[config.mk]
export PLATFORM = sky130hd
export DESIGN_NAME = ssp_frame_port
export DESIGN_NICKNAME = d
export VERILOG_FILES = /design/src/rtl/ssp_pkg.sv /design/src/rtl/ssp_fifo.sv /design/src/rtl/ssp_tx.sv /design/src/rtl/ssp_rx.sv /design/src/rtl/ssp_frame_port.sv
export SDC_FILE = /design/constraint.sdc
export NUM_CORES = 1
export LEC_CHECK = 0
export ABC_AREA = 1
export BUFFER_PORTS_ARGS = -buffer_cell sky130_fd_sc_hd__buf_2
export CAP_MARGIN = 20
export CORE_AREA = 8 8 165 167
export CTS_BUF_LIST = sky130_fd_sc_hd__clkbuf_16
export DETAILED_ROUTE_END_ITERATION = 8
export DIE_AREA = 0 0 173 175
export PLACE_DENSITY_LB_ADDON = 0.25
export SYNTH_ARGS = -nofsm -noshare
export SYNTH_HDL_FRONTEND = slang
export SYNTH_SLANG_ARGS = --single-unit
[constraint.sdc]
create_clock -name clk -period 4.01 [get_ports clk]
set_input_delay 0.2005 -clock clk [delete_from_list [all_inputs] [get_ports clk]]
set_output_delay 0.2005 -clock clk [all_outputs]
set_load 0.02 [all_outputs]
[src/rtl/ssp_pkg.sv]
`timescale 1ns/1ps
package ssp_pkg;
    localparam int unsigned SSP_WORD_W = 16;
    localparam int unsigned SSP_DEPTH  = 8;
endpackage

[src/rtl/ssp_fifo.sv]
`timescale 1ns/1ps
module ssp_fifo #(
    parameter int unsigned W     = 16,
    parameter int unsigned DEPTH = 8,
    localparam int unsigned AW   = $clog2(DEPTH),
    localparam int unsigned CW   = AW + 1
) (
    input  logic          clk,
    input  logic          rst_n,
    input  logic          clr,
    input  logic          push,
    input  logic [W-1:0]  wdata,
    input  logic          pop,
    output logic [W-1:0]  head,
    output logic [CW-1:0] count,
    output logic          full,
    output logic          empty
);
    typedef struct packed {
        logic [DEPTH-1:0][W-1:0] mem;
        logic [AW-1:0]           wp;
        logic [AW-1:0]           rp;
        logic [CW-1:0]           cnt;
    } fifo_st_t;

    fifo_st_t q, d;
    logic do_push, do_pop;

    assign full    = (q.cnt == CW'(DEPTH));
    assign empty   = (q.cnt == '0);
    assign count   = q.cnt;
    assign head    = q.mem[q.rp];
    assign do_push = push && !full;
    assign do_pop  = pop && !empty;

    always_comb begin
        d = q;
        if (clr) begin
            d.wp  = '0;
            d.rp  = '0;
            d.cnt = '0;
        end else begin
            if (do_push) begin
                d.mem[q.wp] = wdata;
                d.wp        = q.wp + AW'(1);
            end
            if (do_pop) begin
                d.rp = q.rp + AW'(1);
            end
            d.cnt = q.cnt + CW'(do_push) - CW'(do_pop);
        end
    end

    always_ff @(posedge clk or negedge rst_n) begin
        if (!rst_n) q <= '0;
        else        q <= d;
    end
endmodule

[src/rtl/ssp_tx.sv]
`timescale 1ns/1ps
module ssp_tx #(
    parameter int unsigned W = 16,
    localparam int unsigned CNTW = $clog2(W) + 1
) (
    input  logic         clk,
    input  logic         rst_n,
    input  logic         clr,
    input  logic         fs_rise,
    input  logic         cfg_wr,
    input  logic         cfg_en,
    input  logic         fifo_empty,
    input  logic [W-1:0] fifo_head,
    output logic         fifo_pop,
    output logic         sdo,
    output logic         active
);
    typedef struct packed {
        logic            pend;
        logic            act;
        logic [W-1:0]    sh;
        logic [CNTW-1:0] left;
        logic            line;
    } tx_st_t;

    tx_st_t q, d;

    assign sdo    = q.line;
    assign active = q.act;

    always_comb begin
        d        = q;
        fifo_pop = 1'b0;
        if (clr) begin
            d      = '0;
            d.line = 1'b1;
        end else begin
            if (cfg_wr) d.pend = cfg_en;
            if (fs_rise) begin
                // enable decision uses the value pending before this edge
                d.act = q.pend & (q.act | ~fifo_empty);
                if (d.act && !fifo_empty) begin
                    fifo_pop = 1'b1;
                    d.line   = fifo_head[W-1];
                    d.sh     = {fifo_head[W-2:0], 1'b0};
                    d.left   = CNTW'(W - 1);
                end else begin
                    d.line = 1'b1;
                    d.sh   = '0;
                    d.left = '0;
                end
            end else if (q.left != '0) begin
                d.line = q.sh[W-1];
                d.sh   = {q.sh[W-2:0], 1'b0};
                d.left = q.left - CNTW'(1);
            end else begin
                d.line = 1'b1;
            end
        end
    end

    always_ff @(posedge clk or negedge rst_n) begin
        if (!rst_n) begin
            q      <= '0;
            q.line <= 1'b1;
        end else begin
            q <= d;
        end
    end
endmodule

[src/rtl/ssp_rx.sv]
`timescale 1ns/1ps
module ssp_rx #(
    parameter int unsigned W = 16,
    localparam int unsigned CNTW = $clog2(W) + 1
) (
    input  logic         clk,
    input  logic         rst_n,
    input  logic         clr,
    input  logic         fs_rise,
    input  logic         cfg_wr,
    input  logic         cfg_en,
    input  logic         sdi,
    output logic         push,
    output logic [W-1:0] word,
    output logic         active
);
    typedef struct packed {
        logic            pend;
        logic            act;
        logic [W-2:0]    sh;
        logic [CNTW-1:0] got;
    } rx_st_t;

    rx_st_t q, d;

    assign active = q.act;

    always_comb begin
        d    = q;
        push = 1'b0;
        word = {q.sh, sdi};
        if (clr) begin
            d = '0;
        end else begin
            if (cfg_wr) d.pend = cfg_en;
            if (fs_rise) begin
                d.act = q.pend;
                if (q.pend) begin
                    d.sh  = {{(W-2){1'b0}}, sdi};
                    d.got = CNTW'(1);
                end else begin
                    d.sh  = '0;
                    d.got = '0;
                end
            end else if (q.act && q.got != '0) begin
                if (q.got == CNTW'(W - 1)) begin
                    push  = 1'b1;
                    d.sh  = '0;
                    d.got = '0;
                end else begin
                    d.sh  = {q.sh[W-3:0], sdi};
                    d.got = q.got + CNTW'(1);
                end
            end
        end
    end

    always_ff @(posedge clk or negedge rst_n) begin
        if (!rst_n) q <= '0;
        else        q <= d;
    end
endmodule

[src/rtl/ssp_frame_port.sv]
`timescale 1ns/1ps
module ssp_frame_port
    import ssp_pkg::*;
#(
    parameter int unsigned W     = SSP_WORD_W,
    parameter int unsigned DEPTH = SSP_DEPTH,
    localparam int unsigned CW   = $clog2(DEPTH) + 1
) (
    input  logic          clk,
    input  logic          rst_n,
    input  logic          fsync,
    input  logic          sdi,
    output logic          sdo,
    input  logic          cfg_wr,
    input  logic          cfg_txe,
    input  logic          cfg_rxe,
    input  logic          cfg_txrst,
    input  logic          cfg_rxrst,
    input  logic [CW-1:0] tx_wm,
    input  logic [CW-1:0] rx_wm,
    input  logic          tx_push,
    input  logic [W-1:0]  tx_wdata,
    input  logic          rx_pop,
    output logic [W-1:0]  rx_rdata,
    output logic          tx_empty,
    output logic          tx_ready,
    output logic          rx_ready,
    output logic          rx_full,
    output logic          tx_req,
    output logic          rx_req,
    output logic          tx_on,
    output logic          rx_on
);
    typedef struct packed {
        logic fs;
    } top_st_t;

    top_st_t q, d;
    logic          fs_rise, tx_clr, rx_clr;
    logic          txf_pop, txf_full, txf_empty;
    logic [W-1:0]  txf_head;
    logic [CW-1:0] txf_cnt;
    logic          rxf_push, rxf_full, rxf_empty;
    logic [W-1:0]  rxf_word;
    logic [CW-1:0] rxf_cnt;

    always_comb begin
        d    = q;
        d.fs = fsync;
    end

    always_ff @(posedge clk or negedge rst_n) begin
        if (!rst_n) q <= '0;
        else        q <= d;
    end

    assign fs_rise = fsync & ~q.fs;
    assign tx_clr  = cfg_wr & cfg_txrst;
    assign rx_clr  = cfg_wr & cfg_rxrst;

    ssp_fifo #(.W(W), .DEPTH(DEPTH)) u_txq (
        .clk(clk), .rst_n(rst_n), .clr(tx_clr),
        .push(tx_push), .wdata(tx_wdata), .pop(txf_pop),
        .head(txf_head), .count(txf_cnt), .full(txf_full), .empty(txf_empty)
    );

    ssp_tx #(.W(W)) u_tx (
        .clk(clk), .rst_n(rst_n), .clr(tx_clr), .fs_rise(fs_rise),
        .cfg_wr(cfg_wr), .cfg_en(cfg_txe),
        .fifo_empty(txf_empty), .fifo_head(txf_head), .fifo_pop(txf_pop),
        .sdo(sdo), .active(tx_on)
    );

    ssp_rx #(.W(W)) u_rx (
        .clk(clk), .rst_n(rst_n), .clr(rx_clr), .fs_rise(fs_rise),
        .cfg_wr(cfg_wr), .cfg_en(cfg_rxe), .sdi(sdi),
        .push(rxf_push), .word(rxf_word), .active(rx_on)
    );

    ssp_fifo #(.W(W), .DEPTH(DEPTH)) u_rxq (
        .clk(clk), .rst_n(rst_n), .clr(rx_clr),
        .push(rxf_push), .wdata(rxf_word), .pop(rx_pop),
        .head(rx_rdata), .count(rxf_cnt), .full(rxf_full), .empty(rxf_empty)
    );

    assign tx_empty = txf_empty;
    assign tx_ready = ~txf_full;
    assign rx_ready = ~rxf_empty;
    assign rx_full  = rxf_full;
    assign tx_req   = tx_on && (txf_cnt <= tx_wm);
    assign rx_req   = !rxf_empty && (rxf_cnt >= rx_wm);
endmodule

* Yosys cells after proc, flatten, opt, wreduce, memory -nomap -nowiden *
Cells that the tools add are included.
W data, S select, Z words.

cells by class
  mux-type cells = 37
  add/subtract/negate cells = 10
  $lt $le $gt $ge = 8
  reduce and logical (&&, ||, !) cells = 30
  equality and inequality tests = 3
  bitwise gates (word level) = 11

operators by type and width
  kind                   count
  $bwmux W128            2
  $bmux W16 S3           2
  $demux W16 S3          2
  $mux W22               3
  $mux W16               4
  $mux W20               3
  $mux W24               1
  $mux W21               1
  $mux W10               2
  $lt A3 B4 Y1 const B   4
  $reduce_bool A2 Y1     8
  $add A3 B1 Y3 const B  4
  $mux W1                12
  $mux W3                4
  $logic_and A1 B1 Y1    10
  $reduce_bool A5 Y1     2
  $add A4 B1 Y4          2
  $eq A4 B4 Y1 const B   2
  $logic_not A4 Y1       2
  $sub A4 B1 Y4          2
  $ge A3 B1 Y1 const B   2
  $mux W6                1
  $not A1 Y1             6
  $reduce_bool A3 Y1     2
  9 further kinds        16

storage, ports and cells
  output and inout port bits = 25
  input port bits = 35
  word-level logic and storage cells = 131
  register bits after elaboration = 323

* Longest topological paths before layout *
Gate-level depths: netlist of the first run.

  depth after elaboration = 11
  gate-level depth with buffers = 14
  depth with buffers taken out = 12

* Modules after synthesis *
Synthesis of the first run repeated with hierarchy kept, for this count alone.

second synthesis, totals
  cell total of the unflattened synthesis = 2300
  area total of the unflattened synthesis = 17628.2 um^2

modules (own cells, without submodules)
  module             area each (um^2)  cells an instance  seq. area each (um^2)  times used
  ssp_fifo at u_rxq  7447.1            967                3453.3                 1
  ssp_fifo at u_txq  7408.4            967                3453.3                 1
  ssp_tx             1301.2            175                576.8                  1
  ssp_rx             1183.6            142                550.5                  1
  ssp_frame_port     287.8             49                 25.0                   1

* Worst setup path before layout of the first run *
OpenSTA, ideal clock, no wires.

  path type = register to register
  start point = register u_rxq.q (netlist bit u_rxq.count[2])
  end point = register u_rxq.q (netlist bit u_rxq.count[2])
  slack = 1.383 ns
  clock period less this slack = 2.627 ns
  required time = 3.887 ns
  stages on the path, launching flop included = 12
  arrival time = 2.504 ns
  buffers on the path = 1
  library setup time = 0.123 ns
  cells stage by stage = dfrtp_1 > inv_1 > ha_1 > nor3b_1 > nor3_2 > buf_4 > nand2_1 > inv_1 > ha_1 > fa_1 > o21ai_0 > a21oi_1

RTL lines
  what                    line            text
  from (decl)             ssp_fifo.sv:26  fifo_st_t q, d;
  from (signal assigned)  ssp_fifo.sv:55  if (!rst_n) q <= '0;
  from (signal assigned)  ssp_fifo.sv:56  else q <= d;

* Worst setup path in the final report of the first run *
  start point = register u_rxq.q[5] (netlist bit)
  end point = output port rx_rdata[7]

on the way
  word-level cells in the longest chain between the ends = 2

ends and longest elaborated chain
  what                            line                  text
  $bmux W16 S3                    ssp_fifo.sv:32        assign head = q.mem[q.rp];
  $mux W16 (implied by the code)  ssp_fifo.sv:32
  to (decl)                       ssp_frame_port.sv:24  output logic [W-1:0] rx_rdata,

No other way between the ends. The select of a mux whose other input is x is not followed.

==> results.cfg, run 1 <==
[outcome]
outcome = finished, final reports clean

[timing]
maxSlewViolCount = 0
fmax_mhz = 354
tightest_slew_ns = 1.10
rsz0062_at_grt = false
setup_viol = 0
finClkSkew_ns = 0.00880
relSlewSlack_pct = 26.7
finalCritPeriodShare_pct = 70.4
timing.setup.tns_ns = 0
hold_viol = 0
min_period_ns = 2.82
fin_hold_ws_ns = 0.0644

[synth]
synth_cells = 1994
syn_avg_cell_area_um2 = 7.92
yosysSeqAreaShare_pct = 51.0
ys_types = 34
synth_top_cell_by_area = dfrtp_1
netlist.area_leader.share_pct = 50.8
synth.area.top_cells = dfrtp_1, nand2_1, o21ai_0
yosys_register_bits = 322
ys.flop_type = dfrtp_1
netlist_area_mm2 = 0.0158
syn_nets = 2058
synth_edf_count = 0
async_reset_ff_share_pct = 100
yosys_warnings = 0

[setup_path]
crit_path_end_kind = output port
start_kind = flip-flop
cp_max_fo = 66
crit_path_top_delay_cell = dfrtp_2
critPathRequiredTime_ns = 3.81
path_delay_family = flip-flops
path_class = reg2out
max_stage_delay_ns = 1.08
arrival_ns = 2.62
path_cells = o21ai_0 -> o22ai_1 -> nand2_1 -> nand2_1 -> buf_2
cp_num_buf_inv = 1
crit_top_cell = nand2_1

[placement]
dp_hpwl_um = 23300
postPlaceCellArea_mm2 = 0.0162
io_buffer_count = 59
gp_congestion = 0.818

[min_path]
hp-class = in2reg

[cells_and_area]
syn2layout_area_growth_pct = 9.71
regArea_mm2 = 0.00806
fin_util_pct = 70.3
layout_common_cells = nand2_1, dfrtp_1, o21ai_0, nand4_1, inv_1
drive_gt1_share_pct = 8.04
fill_cells = 1956
nNetsFinal = 2052
multi_input_area_mm2 = 0.00662
fin_area_mm2 = 0.0173
diodes = 0
final_common_cell = nand2_1

[cts]
cts_resized = 0
cts_sinks = 322
cts_hold_buf = 6
cts_buffers = 35
clk_path_buf_depth = 3
cts-root-buf = clkbuf_16
path_clk_slew_ns = 0.06
postCtsSetupRepairBufs = 0
cts_tree = yes
insertion_delay_ns = 0.51
htreeDepth = 2

[floorplanning]
fp.dieArea_mm2 = 0.0303
ios = 60
start_util_pct = 64.0
rows = 58
core_mm2 = 0.0247
fp.dieH_um = 175
die_w_um = 173

[route]
drtIter0Drc = 1667
wire_per_inst_um = 16.8
routed_wl_um = 39500
dr.pass1.iters = 6
via_per_inst = 5.83
drc = 0
vias = 13700
detail-route-antenna-nets = 0

[power_and_ir_drop]
total_power_w = 0.0104
ir_drop_mv = 0.582
power.leakage_nw = 9.16
p_per_area_mw_per_mm2 = 601

[grt]
grt_usage_pct = 26.1
grt_pass1_vias = 13400
grt.overflow.total = 0
grt_max_degree = 138
grt_pass1_wl_um = 66900
antenna_found_initial = 0

[job]
drv_cap = 0
## cells in the mapped netlist, drive strengths merged (2+ instances only)
cell,count
a21o,2
xor2,2
o21ai,190
fa,2
nor3,4
nand2,746
o32ai,16
o22ai,16
nand3,113
clkinv,3
ha,27
nor2,98
nand4,140
clkbuf,90
o211ai,2
buf,50
mux2i,16
inv,131
a21oi,19
a21boi,2
dfrtp,321
## sequential cells by signal (all words and copies together), names as in the netlist
signal	flops
u_rx.q	6
u_tx.q	21
u_txq.q	134
u_rx.word	15
u_rxq.count	4
q	1
u_rx.active	1
u_rxq.q	134
u_txq.count	4
u_tx.sdo	1
u_tx.active	1
## power breakdown
group          internal (W)  switching [W]
registers           0.00394       0.000498
clock network       0.00178        0.00126
logic               0.00105        0.00189
total               0.00678        0.00365
## cell type report
type / count / area share (%)
Inverter: 134 / 2.90
Multi-Input combinational cell: 1398 / 38.2
Tap cell: 330 / 2.38
Clock inverter: 26 / 0.895
Sequential cell: 322 / 46.5
Timing Repair Buffer: 97 / 3.78
Clock buffer: 37 / 5.34
## final timing paths
kind / startpoint / endpoint / slack [ns] / cells after the start
setup / recovery: u_rxq.q[5] / rx_rdata[7] / 1.19 / 5
hold / removal: rx_pop / u_rxq.q[4] / 0.06 / 3
setup reg to reg: u_rx.q[0] / u_rxq.q[32] / 1.28 / 9
hold reg to reg: u_rxq.q[42] / u_rxq.q[42] / 0.47 / 2
max in group asynchronous: rst_n / u_txq.q[73] / 2.61 / 3
min in group asynchronous: rst_n / u_rxq.q[11] / 0.34 / 2
## cells by family after synthesis
family | after synthesis | synth area share [%]
muxes | 16 | 1.01
DFF | 322 | 51.0
adders and majority gates | 29 | 2.39
buffers and inverters | 274 | 7.14
and+or+nand+nor | 1102 | 29.8
AOI/OAI and AO/OA | 249 | 8.52
xor gates and xnor gates | 2 | 0.111
## stage by stage
stage | setup WS [ns] | std cells
detailed placement | 1.36 | 2274
floorplan | 1.38 | 1994
CTS | 1.23 | 2343
global placement | 1.50 | 2274
finish | 1.19 | 2344
global route | 1.04 | 2344
## tightest hold or removal path: cells and delay by family
family | cells | cell delay [ns]
buffers and inverters | 1 | 0.10
AND/OR/NAND/NOR | 1 | 0.14
AO/OA/AOI/OAI | 1 | 0.10
## per-layer routing
| metal | global-route usage [%] | part of all wire [%] |
|---|---|---|
| met1 | 33.2 | 42 |
| met2 | 45.3 | 50 |
| met3 | 3.45 | 5.4 |
| met4 | 9.23 | 2.7 |
| met5 | 0 | 0 |
No activity file was read; power rests on OpenSTA's default activity.
==> inputs of run 2 (changes only) <==
Settings changed: CORE_AREA 8 8 165 167 to 8 8 169 171, DIE_AREA 0 0 173 175 to 0 0 177 179.
Clock period 4.01 ns to 2.63 ns, I/O delays scaled along.
==> run 2 against run 1 <==
  * Hold slack got worse by 0.055 ns
  * Sequential power rose by 53%
  * Global-route usage fell by 0.33 points
  * Flip-flop and latch count stayed put
  * Routed wire length rose by 0.73%
  * Sequential share of layout area is 0.56 points lower
  * Die area grew 4.7%
  * Combinational power increased by 55%
  * Cell count is 1.2% higher
  * Core utilization down 2.1 points
  * Clock-buffer cell count did not move
  * Largest cell class unchanged
==> results.cfg, run 2 (synthesized netlist as in run 1, its figures left out) <==
[timing]
maxSlewViolCount = 0
hold_viol = 0
fmax_mhz = 402
setup_viol = 0
timing.setup.tns_ns = 0
finClkSkew_ns = 0.0117
min_period_ns = 2.49
finalCritPeriodShare_pct = 94.5
fin_hold_ws_ns = 0.00921
tightest_slew_ns = 0.632
layout_setup_ws_ns = 0.144
rsz0062_at_grt = false
relSlewSlack_pct = 57.6

[route]
routed_wl_um = 39700
detail-route-antenna-nets = 0
via_per_inst = 5.75
dr.pass1.iters = 6
drtIter0Drc = 1662
vias = 13600
wire_per_inst_um = 16.8
drc = 0

[cts]
htreeDepth = 2
cts_sinks = 322
clk_path_buf_depth = 3
cts-root-buf = clkbuf_16
cts_tree = yes
insertion_delay_ns = 0.51
cts_buffers = 34
path_clk_slew_ns = 0.06

[placement]
io_buffer_count = 59
placed_cells = 2295
dp_hpwl_um = 24100
gp_congestion = 0.806
place_ws_ns = 0.217

[setup_path]
start_kind = flip-flop
rrSetupSlack_ns = 0.36
arrival_ns = 2.35
path_class = reg2out
crit_path_end_kind = output port
critPathRequiredTime_ns = 2.50
cp_max_fo = 48

[cells_and_area]
drive_gt1_share_pct = 8.74
layout_common_cells = nand2_1, dfrtp_1, o21ai_0, nand4_1, inv_1
final_common_cell = nand2_1
nNetsFinal = 2076
syn2layout_area_growth_pct = 11.1
top_regs = u_rxq.q x134, u_txq.q x134, u_tx.q x21
finalNonFillerCells = 2371
diodes = 0
fin_util_pct = 68.1

[floorplanning]
ios = 60
core_mm2 = 0.0258
die_w_um = 177
fp.dieArea_mm2 = 0.0317
start_util_pct = 61.3
rows = 59
fp.dieH_um = 179

[power_and_ir_drop]
p_sw_share_pct = 35.3
p_clk_share_pct = 28.2
power_switching_w = 0.00555
internal_power_w = 0.0102
pwr-share-comb_pct = 28.9
power.leakage_nw = 9.25
p_per_area_mw_per_mm2 = 898
ir_drop_mv = 0.729
p_seq_share_pct = 42.9

[grt]
grt_usage_pct = 25.8
grt_pass1_vias = 13600
grt_max_degree = 139
grt.overflow.total = 0
antenna_found_initial = 0
grt_pass1_wl_um = 67900

[outcome]
outcome = finished, final reports clean

[job]
drv_cap = 0

[min_path]
hp-class = in2reg
run 2: cell count changes in the layout (fill, tap and decap cells not counted), moves of 2 or more:
cell / delta
buf_12: +4
buf_4: +11
bufinv_16: -2
clkinv_2: +2
dlygate4sd3_1: +10
inv_1: -4
run 2: worst paths after layout:
| kind | startpoint | cells past startpoint | endpoint |
|---|---|---|---|
| max | u_rxq.q[4] | 7 | rx_rdata[10] |
| min | tx_wdata[15] | 3 | u_txq.q[121] |
| max reg2reg | u_rx.q[0] | 9 | u_rxq.q[55] |
| min reg2reg | u_rxq.q[109] | 2 | u_rxq.q[109] |
| max in group asynchronous | rst_n | 3 | u_rxq.q[88] |
| min in group asynchronous | rst_n | 2 | u_rxq.q[29] |
run 2: metrics by stage:
stage                     cell area, um2  power, W
after floorplan                    15800   0.00995
after global placement             16400    0.0111
after detailed placement           16400    0.0113
after CTS                          17500    0.0158
after global routing               17600    0.0169
final                              17600    0.0158
run 2: power groups by stage:
stage	logic, W	registers, W	clock network, W
3_3_place_gp	0.00435	0.00675	0
3_5_place_dp	0.00452	0.00681	0
5_1_grt	0.00528	0.00689	0.00471
2_1_floorplan	0.00343	0.00652	0
4_1_cts	0.00458	0.00673	0.00451
6_report	0.00456	0.00676	0.00444
run 2: repair_timing:
action	CTS	global route
buffers inserted	0	0
hold endpoints to repair	88	0
endpoints found under the setup margin	0	4
hold buffers	16	0
gates resized for setup	0	2
run 2: area by class of cell:
type	count	area, um2
clock buffers	37	926
clock inverters	23	93.8
fillers	2059	8210
inverters	134	503
multi-input cells	1398	6630
flip-flops and latches	322	8070
well taps	335	419
repair buffers	122	918
run 2: critical path: stages (launching register included):
cell and delay, ns:
dfrtp_2 0.63, inv_2 0.18, buf_12 0.25, nor2_1 0.07
o32ai_1 0.33, nand2_1 0.10, nand2_1 0.09, buf_2 0.16
run 2: per-layer routing:
| layer | vias to the layer above | share of wire, % | GRT usage [%] | wire, um |
|---|---|---|---|---|
| li1 | 6560 | - | - | - |
| met1 | 6582 | 43 | 33.9 | 17200 |
| met2 | 407 | 49 | 44.1 | 19500 |
| met3 | 89 | 5.1 | 3.18 | 2020 |
| met4 | 0 | 2.5 | 8.09 | 974 |
| met5 | - | 0 | 0 | 0 |
